<file path="config.mk">
export PLATFORM = sky130hd
export DESIGN_NAME = i2c_xact_seq
export DESIGN_NICKNAME = d
export VERILOG_FILES = /design/src/rtl/i2c_seq_pkg.sv /design/src/rtl/i2c_seq_down_cnt.sv /design/src/rtl/i2c_seq_phase_cfg.sv /design/src/rtl/i2c_seq_fsm.sv /design/src/rtl/i2c_xact_seq.sv
export SDC_FILE = /design/constraint.sdc
export NUM_CORES = 1
export LEC_CHECK = 0
export ABC_AREA = 1
export ABC_CLOCK_PERIOD_IN_PS = 2000
export BUFFER_PORTS_ARGS = -buffer_cell sky130_fd_sc_hd__buf_4
export CAP_MARGIN = 20
export CELL_PAD_IN_SITES_DETAIL_PLACEMENT = 1
export CELL_PAD_IN_SITES_GLOBAL_PLACEMENT = 1
export CORE_ASPECT_RATIO = 0.6
export CORE_MARGIN = 2
export CORE_UTILIZATION = 38
export CTS_CLUSTER_DIAMETER = 60
export DETAILED_ROUTE_END_ITERATION = 7
export PLACE_DENSITY_LB_ADDON = 0.1
export SLEW_MARGIN = 0
export SYNTH_ARGS = -nofsm -noshare
export SYNTH_HDL_FRONTEND = slang
export SYNTH_SLANG_ARGS = --single-unit
</file>
<file path="constraint.sdc">
create_clock -name clk -period 2 [get_ports clk]
set_input_delay 0.4 -clock clk [delete_from_list [all_inputs] [get_ports clk]]
set_output_delay 0.4 -clock clk [all_outputs]
set_load 0.005 [all_outputs]
</file>
<file path="src/rtl/i2c_seq_pkg.sv">
package i2c_seq_pkg;

    typedef enum logic [2:0] {
        CMD_START  = 3'd0,
        CMD_RSTART = 3'd1,
        CMD_STOP   = 3'd2,
        CMD_WRITE  = 3'd3,
        CMD_READ   = 3'd4
    } seq_cmd_e;

    typedef enum logic [2:0] {
        ST_IDLE,
        ST_START,
        ST_ADDR,
        ST_DATA,
        ST_END,
        ST_STOP,
        ST_PAUSE
    } seq_state_e;

    localparam logic [1:0] OPM_READ = 2'd2;
    localparam logic [1:0] OPM_WRRD = 2'd3;

endpackage

</file>
<file path="src/rtl/i2c_seq_down_cnt.sv">
module i2c_seq_down_cnt #(
    parameter int W = 8
) (
    input  logic         clk,
    input  logic         rst_n,
    input  logic         load,
    input  logic [W-1:0] load_val,
    input  logic         dec,
    output logic         is_zero,
    output logic         is_one
);

    logic [W-1:0] cnt_q;

    always_ff @(posedge clk or negedge rst_n) begin
        if (!rst_n) begin
            cnt_q <= '0;
        end else if (load) begin
            cnt_q <= load_val;
        end else if (dec && cnt_q != '0) begin
            cnt_q <= cnt_q - W'(1);
        end
    end

    assign is_zero = (cnt_q == '0);
    assign is_one  = (cnt_q == W'(1));

endmodule

</file>
<file path="src/rtl/i2c_seq_phase_cfg.sv">
module i2c_seq_phase_cfg
    import i2c_seq_pkg::*;
#(
    parameter int LEN_W   = 8,
    parameter int RD2_MAX = 31
) (
    input  logic [1:0]       op_q,
    input  logic             phase2,
    input  logic [7:0]       addr_q,
    input  logic [LEN_W-1:0] len_wr_q,
    input  logic [LEN_W-1:0] len_rd_q,
    output logic             phase_read,
    output logic [LEN_W-1:0] phase_len,
    output logic [7:0]       addr_eff
);

    localparam logic [LEN_W-1:0] RD2_LIM = LEN_W'(RD2_MAX);

    logic combined;
    logic second_read;
    logic [LEN_W-1:0] rd_clamped;

    assign combined    = (op_q == OPM_WRRD);
    assign second_read = combined && phase2;
    assign rd_clamped  = (len_rd_q > RD2_LIM) ? RD2_LIM : len_rd_q;

    always_comb begin
        if (combined) begin
            phase_read = phase2;
        end else begin
            phase_read = (op_q == OPM_READ);
        end
        phase_len = second_read ? rd_clamped : len_wr_q;
        addr_eff  = second_read ? {addr_q[7:1], 1'b1} : addr_q;
    end

endmodule

</file>
<file path="src/rtl/i2c_seq_fsm.sv">
module i2c_seq_fsm
    import i2c_seq_pkg::*;
(
    input  logic     clk,
    input  logic     rst_n,
    input  logic     start_go,
    input  logic     multi_q,
    input  logic     more_q,
    input  logic     combined_q,
    input  logic     rs_q,
    input  logic     phase_read,
    input  logic     byte_zero,
    input  logic     byte_one,
    input  logic     xact_one,
    input  logic     eng_done,
    input  logic     eng_nack,
    output logic     cmd_valid,
    output seq_cmd_e cmd_op,
    output logic     cmd_last,
    output logic     sel_addr,
    output logic     sel_tx,
    output logic     tx_take,
    output logic     cfg_load,
    output logic     cfg_reload,
    output logic     byte_load,
    output logic     byte_dec,
    output logic     xact_dec,
    output logic     phase2,
    output logic     busy,
    output logic     ev_done,
    output logic     ev_ackerr,
    output logic     ev_rs_done
);

    seq_state_e state_q, state_d;
    logic       rs_next_q, rs_next_d;
    logic       cont_q, cont_d;
    logic       phase2_q, phase2_d;

    // state register
    always_ff @(posedge clk or negedge rst_n) begin
        if (!rst_n) begin
            state_q   <= ST_IDLE;
            rs_next_q <= 1'b0;
            cont_q    <= 1'b0;
            phase2_q  <= 1'b0;
        end else begin
            state_q   <= state_d;
            rs_next_q <= rs_next_d;
            cont_q    <= cont_d;
            phase2_q  <= phase2_d;
        end
    end

    // transitions
    always_comb begin
        state_d   = state_q;
        rs_next_d = rs_next_q;
        cont_d    = cont_q;
        phase2_d  = phase2_q;
        unique case (state_q)
            ST_IDLE: begin
                if (start_go) begin
                    state_d   = ST_START;
                    rs_next_d = 1'b0;
                    cont_d    = 1'b0;
                    phase2_d  = 1'b0;
                end
            end
            ST_START: begin
                if (eng_done) begin
                    state_d = ST_ADDR;
                end
            end
            ST_ADDR: begin
                if (eng_done) begin
                    if (eng_nack) begin
                        state_d = ST_STOP;
                        cont_d  = 1'b0;
                    end else if (byte_zero) begin
                        state_d = ST_END;
                    end else begin
                        state_d = ST_DATA;
                    end
                end
            end
            ST_DATA: begin
                if (eng_done) begin
                    if (!phase_read && eng_nack) begin
                        state_d = ST_STOP;
                        cont_d  = 1'b0;
                    end else if (byte_one) begin
                        state_d = ST_END;
                    end
                end
            end
            ST_END: begin
                if (multi_q) begin
                    if (more_q) begin
                        state_d   = ST_PAUSE;
                        rs_next_d = 1'b1;
                    end else begin
                        state_d = ST_STOP;
                        cont_d  = 1'b0;
                    end
                end else if (!xact_one) begin
                    if (combined_q) begin
                        phase2_d = 1'b1;
                    end
                    if (rs_q) begin
                        state_d   = ST_START;
                        rs_next_d = 1'b1;
                    end else begin
                        state_d   = ST_STOP;
                        cont_d    = 1'b1;
                        rs_next_d = 1'b0;
                    end
                end else begin
                    state_d = ST_STOP;
                    cont_d  = 1'b0;
                end
            end
            ST_STOP: begin
                if (eng_done) begin
                    state_d = cont_q ? ST_START : ST_IDLE;
                end
            end
            ST_PAUSE: begin
                if (start_go) begin
                    state_d = ST_START;
                end
            end
            default: state_d = ST_IDLE;
        endcase
    end

    // outputs
    always_comb begin
        cmd_valid  = 1'b0;
        cmd_op     = CMD_START;
        cmd_last   = 1'b0;
        sel_addr   = 1'b0;
        sel_tx     = 1'b0;
        tx_take    = 1'b0;
        cfg_load   = 1'b0;
        cfg_reload = 1'b0;
        byte_load  = 1'b0;
        byte_dec   = 1'b0;
        xact_dec   = 1'b0;
        ev_done    = 1'b0;
        ev_ackerr  = 1'b0;
        ev_rs_done = 1'b0;
        unique case (state_q)
            ST_IDLE: begin
                cfg_load = start_go;
            end
            ST_START: begin
                cmd_valid = 1'b1;
                cmd_op    = rs_next_q ? CMD_RSTART : CMD_START;
                byte_load = eng_done;
            end
            ST_ADDR: begin
                cmd_valid = 1'b1;
                cmd_op    = CMD_WRITE;
                sel_addr  = 1'b1;
                ev_ackerr = eng_done && eng_nack;
            end
            ST_DATA: begin
                cmd_valid = 1'b1;
                cmd_op    = phase_read ? CMD_READ : CMD_WRITE;
                sel_tx    = !phase_read;
                cmd_last  = phase_read && byte_one;
                byte_dec  = eng_done;
                tx_take   = eng_done && !phase_read;
                ev_ackerr = eng_done && eng_nack && !phase_read;
            end
            ST_END: begin
                xact_dec   = !multi_q && !xact_one;
                ev_rs_done = multi_q && more_q;
            end
            ST_STOP: begin
                cmd_valid = 1'b1;
                cmd_op    = CMD_STOP;
                ev_done   = eng_done && !cont_q;
            end
            ST_PAUSE: begin
                cfg_reload = start_go;
            end
            default: begin
                cmd_valid = 1'b0;
            end
        endcase
    end

    assign phase2 = phase2_q;
    assign busy   = (state_q != ST_IDLE);

endmodule

</file>
<file path="src/rtl/i2c_xact_seq.sv">
module i2c_xact_seq
    import i2c_seq_pkg::*;
#(
    parameter int LEN_W   = 8,
    parameter int CNT_W   = 8,
    parameter int RD2_MAX = 31
) (
    input  logic             clk,
    input  logic             rst_n,
    input  logic             start_go,
    input  logic             start_multi,
    input  logic             start_more,
    input  logic [1:0]       op_mode,
    input  logic             ctrl_rs,
    input  logic [7:0]       addr_byte,
    input  logic [LEN_W-1:0] len_wr,
    input  logic [LEN_W-1:0] len_rd,
    input  logic [CNT_W-1:0] xact_count,
    input  logic [7:0]       tx_byte,
    input  logic             eng_done,
    input  logic             eng_nack,
    output logic             cmd_valid,
    output logic [2:0]       cmd_op,
    output logic [7:0]       cmd_byte,
    output logic             cmd_last,
    output logic             tx_take,
    output logic             busy,
    output logic             ev_done,
    output logic             ev_ackerr,
    output logic             ev_rs_done
);

    logic [1:0]       op_q;
    logic [7:0]       addr_q;
    logic [LEN_W-1:0] len_wr_q;
    logic [LEN_W-1:0] len_rd_q;
    logic             rs_q;
    logic             multi_q;
    logic             more_q;

    logic             cfg_load, cfg_reload;
    logic             byte_load, byte_dec, xact_dec;
    logic             byte_zero, byte_one, xact_one, xact_zero_unused;
    logic             phase2, phase_read;
    logic             sel_addr, sel_tx;
    logic [LEN_W-1:0] phase_len;
    logic [7:0]       addr_eff;
    logic [CNT_W-1:0] xact_init;
    seq_cmd_e         cmd_op_e;
    logic             combined_q;

    assign combined_q = (op_q == OPM_WRRD);

    always_comb begin
        if (op_mode == OPM_WRRD) begin
            xact_init = CNT_W'(2);
        end else if (xact_count == '0) begin
            xact_init = CNT_W'(1);
        end else begin
            xact_init = xact_count;
        end
    end

    always_ff @(posedge clk or negedge rst_n) begin
        if (!rst_n) begin
            op_q     <= '0;
            addr_q   <= '0;
            len_wr_q <= '0;
            len_rd_q <= '0;
            rs_q     <= 1'b0;
            multi_q  <= 1'b0;
            more_q   <= 1'b0;
        end else if (cfg_load) begin
            op_q     <= op_mode;
            addr_q   <= addr_byte;
            len_wr_q <= len_wr;
            len_rd_q <= len_rd;
            rs_q     <= ctrl_rs;
            multi_q  <= start_multi && (op_mode != OPM_WRRD);
            more_q   <= start_more;
        end else if (cfg_reload) begin
            addr_q   <= addr_byte;
            len_wr_q <= len_wr;
            more_q   <= start_more;
        end
    end

    i2c_seq_phase_cfg #(
        .LEN_W   (LEN_W),
        .RD2_MAX (RD2_MAX)
    ) u_phase (
        .op_q       (op_q),
        .phase2     (phase2),
        .addr_q     (addr_q),
        .len_wr_q   (len_wr_q),
        .len_rd_q   (len_rd_q),
        .phase_read (phase_read),
        .phase_len  (phase_len),
        .addr_eff   (addr_eff)
    );

    i2c_seq_down_cnt #(.W(LEN_W)) u_byte_cnt (
        .clk      (clk),
        .rst_n    (rst_n),
        .load     (byte_load),
        .load_val (phase_len),
        .dec      (byte_dec),
        .is_zero  (byte_zero),
        .is_one   (byte_one)
    );

    i2c_seq_down_cnt #(.W(CNT_W)) u_xact_cnt (
        .clk      (clk),
        .rst_n    (rst_n),
        .load     (cfg_load),
        .load_val (xact_init),
        .dec      (xact_dec),
        .is_zero  (xact_zero_unused),
        .is_one   (xact_one)
    );

    i2c_seq_fsm u_fsm (
        .clk        (clk),
        .rst_n      (rst_n),
        .start_go   (start_go),
        .multi_q    (multi_q),
        .more_q     (more_q),
        .combined_q (combined_q),
        .rs_q       (rs_q),
        .phase_read (phase_read),
        .byte_zero  (byte_zero),
        .byte_one   (byte_one),
        .xact_one   (xact_one || xact_zero_unused),
        .eng_done   (eng_done),
        .eng_nack   (eng_nack),
        .cmd_valid  (cmd_valid),
        .cmd_op     (cmd_op_e),
        .cmd_last   (cmd_last),
        .sel_addr   (sel_addr),
        .sel_tx     (sel_tx),
        .tx_take    (tx_take),
        .cfg_load   (cfg_load),
        .cfg_reload (cfg_reload),
        .byte_load  (byte_load),
        .byte_dec   (byte_dec),
        .xact_dec   (xact_dec),
        .phase2     (phase2),
        .busy       (busy),
        .ev_done    (ev_done),
        .ev_ackerr  (ev_ackerr),
        .ev_rs_done (ev_rs_done)
    );

    assign cmd_op = cmd_op_e;

    always_comb begin
        if (sel_addr) begin
            cmd_byte = addr_eff;
        end else if (sel_tx) begin
            cmd_byte = tx_byte;
        end else begin
            cmd_byte = 8'h00;
        end
    end

endmodule

</file>
==> impl_metrics.csv <==
group,metric,value,unit
timing,hold_viol_final,0,
logic_synthesis,synth_ff_type,"dfrtp_1",
floorplanning,fp.coreArea,7950,sq um
clocking,h-tree-depth,2,
timing,maxSlewViolCount,0,
logic_synthesis,async_reset_ff_frac,1.00,
logic_synthesis,ys_ff_latch,51,
placed_design,hpwl,7.70,mm
timing,slew_headroom,0.550,
clocking,clk_latency,0.31,ns
layout,area_growth_syn_to_layout,27.7,%
hold_path,hold_path.class,"in2async",
power,ir_worst_vdd,464,uV
timing,worst_slew_pin_slew,0.676,ns
detailed_routing,drt-initial-drc-count,195,
timing,finClkSkew,0.0104,ns
timing,final.min_clock_period,1.96,ns
global_route,antenna_found_initial,0,
layout,fin_cells,649,
critical_path,required,1.60,ns
detailed_routing,wl_per_cell,15.9,um
critical_path,cpPeakStageDelay,0.50,ns
logic_synthesis,synth.top_cell.area_share,0.407,
detailed_routing,ant_nets,0,
global_route,grt_max_degree,52,
floorplanning,dieArea,9030,sq um
logic_synthesis,syn-num-nets,521,
power,powerDensity,1490,nW/um^2
timing,max_freq,0.511,GHz
floorplanning,start_util,0.395,
clocking,cts_buffer_depth,2,
clocking,numCtsBuffers,5,
timing,setup_ws,0.0446,ns
critical_path,cp-end-kind,"primary output",
global_route,grt_usage,0.242,
logic_synthesis,synthCells,465,
status,status,"finished clean",
logic_synthesis,synth_top_cell_by_area,"dfrtp_1",
detailed_routing,firstDrtPassIters,4,
logic_synthesis,yosysUniqueCellTypes,26,
detailed_routing,drt_wl_total,10.3,mm
layout,final_layout_size_suffix_gt1_frac,0.218,
logic_synthesis,synthTopCellsByCount,"176 x nand2_1, 51 x dfrtp_1, 48 x nand3_1",
job,drv_cap,0,
detailed_routing,drc_errors,0,
placed_design,preCtsSetupSlack,0.201,ns
floorplanning,fp-row-count,25,
critical_path,crit_path_start_kind,"flip-flop",
logic_synthesis,ys_seq_area_frac,0.407,
power,power.leakage,2.14,nW
timing,finalCritPeriodShare,0.978,
logic_synthesis,synth-edff-count,0,
detailed_routing,vias_per_cell,5.08,
floorplanning,die_y,74.4,um
logic_synthesis,synth_area_leaders,"dfrtp_1 41%, nand2_1 21%, nand3_1 7.7%, nor2_1 5.3%, inv_1 5.1%",
floorplanning,ios,68,
critical_path,crit_chain,"inv_2 -> nor2_2 -> nand2_1 -> nor3_1 -> buf_4",
critical_path,cp_slowest_cell,"dfrtp_2",
placed_design,place_inst,638,
global_route,grt_pass1_wl,16.7,mm
placed_design,postPlaceCellArea,3790,sq um
critical_path,ff2ff_setup_slack,0.22,ns
layout,final_area,4010,sq um
timing,setup_viol,0,
logic_synthesis,synthMostInstantiatedCell,"nand2_1",
clocking,ctsRootBufferMaster,"clkbuf_16",
logic_synthesis,synth_area,3140,sq um
placed_design,port-buffer-count,67,
placed_design,place_congestion,0.919,
detailed_routing,vias,3295,
critical_path,cp.arrival,1.56,ns
floorplanning,die_x,121,um
critical_path,crit_type,"reg2out",
logic_synthesis,yosys_warnings,0,
timing,rsz0062_at_grt,"true",
logic_synthesis,syn_avg_cell_area,6.75,sq um
global_route,grt_pass1_vias,3303,
layout,nets,596,
layout,num_antenna_cells,0,
global_route,overflow,0,
clocking,cts.sinks,51,
clocking,clk_transition_reported_paths,0.08,ns
critical_path,worst-path-max-fanout,7,
clocking,cts_tree,"yes",
[per-stage QoR]
stage	hold WS (ns)	TNS [ns]	util	total power [mW]
2_1_floorplan	0.104	0	-	3.79
3_3_place_gp	0.457	0	0.477	4.74
3_5_place_dp	0.471	0	0.477	4.86
4_1_cts	0.152	0	0.498	5.85
5_1_grt	0.167	-0.0882	0.505	6.50
6_report	0.107	0	0.505	5.97
[what timing repair did]
| action | CTS | global route |
|---|---|---|
| endpoints found under the setup margin | 8 | 12 |
| hold buffers | 0 | 0 |
| pin swaps | 1 | 1 |
| gates resized for setup | 4 | 12 |
| buffers inserted | 1 | 2 |
[layer usage]
layer  GRT usage  vias up  wire length [um]
met3      0.0644       10               539
met1       0.363     1587              5430
met2       0.348       69              4270
met4      0.0562        0               102
met5           0        -                 0
li1            -     1629                 -
[registers in the layout, summed over array words and instances (netlist names)]
signal / flops
addr_q: 8
len_rd_q: 8
len_wr_q: 8
more_q: 1
multi_q: 1
op_q: 2
rs_q: 1
u_byte_cnt.cnt_q: 8
u_fsm.cont_q: 1
u_fsm.phase2: 1
u_fsm.rs_next_q: 1
u_fsm.state_q: 3
u_xact_cnt.cnt_q: 8
[layout by cell type (no fill, tap or decap), drive strengths merged]
cell type,count
a21oi,2
a31o,1
buf,78
clkbuf,5
clkinv,1
clkinvlp,1
dfrtp,51
ha,6
inv,52
nand2,181
nand3,51
nand4,5
nor2,51
nor3,6
o211ai,2
o21ai,46
or2,1
xnor2,1
[worst max-delay path, delay by kind of cell, from the launching register on]
kind                   cells  cell delay, ns
and+or+nand+nor            3            0.47
DFF                        1            0.50
buffers and inverters      2            0.28
[worst paths after layout]
check                                     from             endpoint  cells after the start
setup / recovery              u_fsm.state_q[0]              ev_done                      5
hold / removal                           rst_n  u_xact_cnt.cnt_q[4]                      1
setup reg to reg              u_fsm.state_q[0]  u_xact_cnt.cnt_q[1]                      9
hold reg to reg            u_byte_cnt.cnt_q[7]  u_byte_cnt.cnt_q[7]                      2
max in group asynchronous                rst_n     u_fsm.state_q[1]                      1
min in group clk                     len_rd[6]          len_rd_q[6]                      3
[logic make-up after synthesis]
kind of cell,after synthesis,share of synthesized area
AO/OA/AOI/OAI,51,0.0841
XOR/XNOR,1,0.00279
adder cells (fa/ha/maj),6,0.0239
buffers and inverters,61,0.0793
flip-flops,51,0.407
AND/OR/NAND/NOR,295,0.403
[final cells by class]
class	instances	area (sq um)
Clock inverter	3	25.0
Inverter	51	199
Fill cell	1055	3940
Timing Repair Buffer	78	598
Sequential cell	51	1280
Clock buffer	5	125
Tap cell	108	135
Multi-Input combinational cell	353	1650
[power breakdown]
part	switching, mW	internal, mW	leakage [nW]
registers	0.354	1.50	0.642
clock network	0.445	0.475	0.0708
logic	2.05	1.15	1.43
Note: power is estimated with default switching activity, not from simulation.
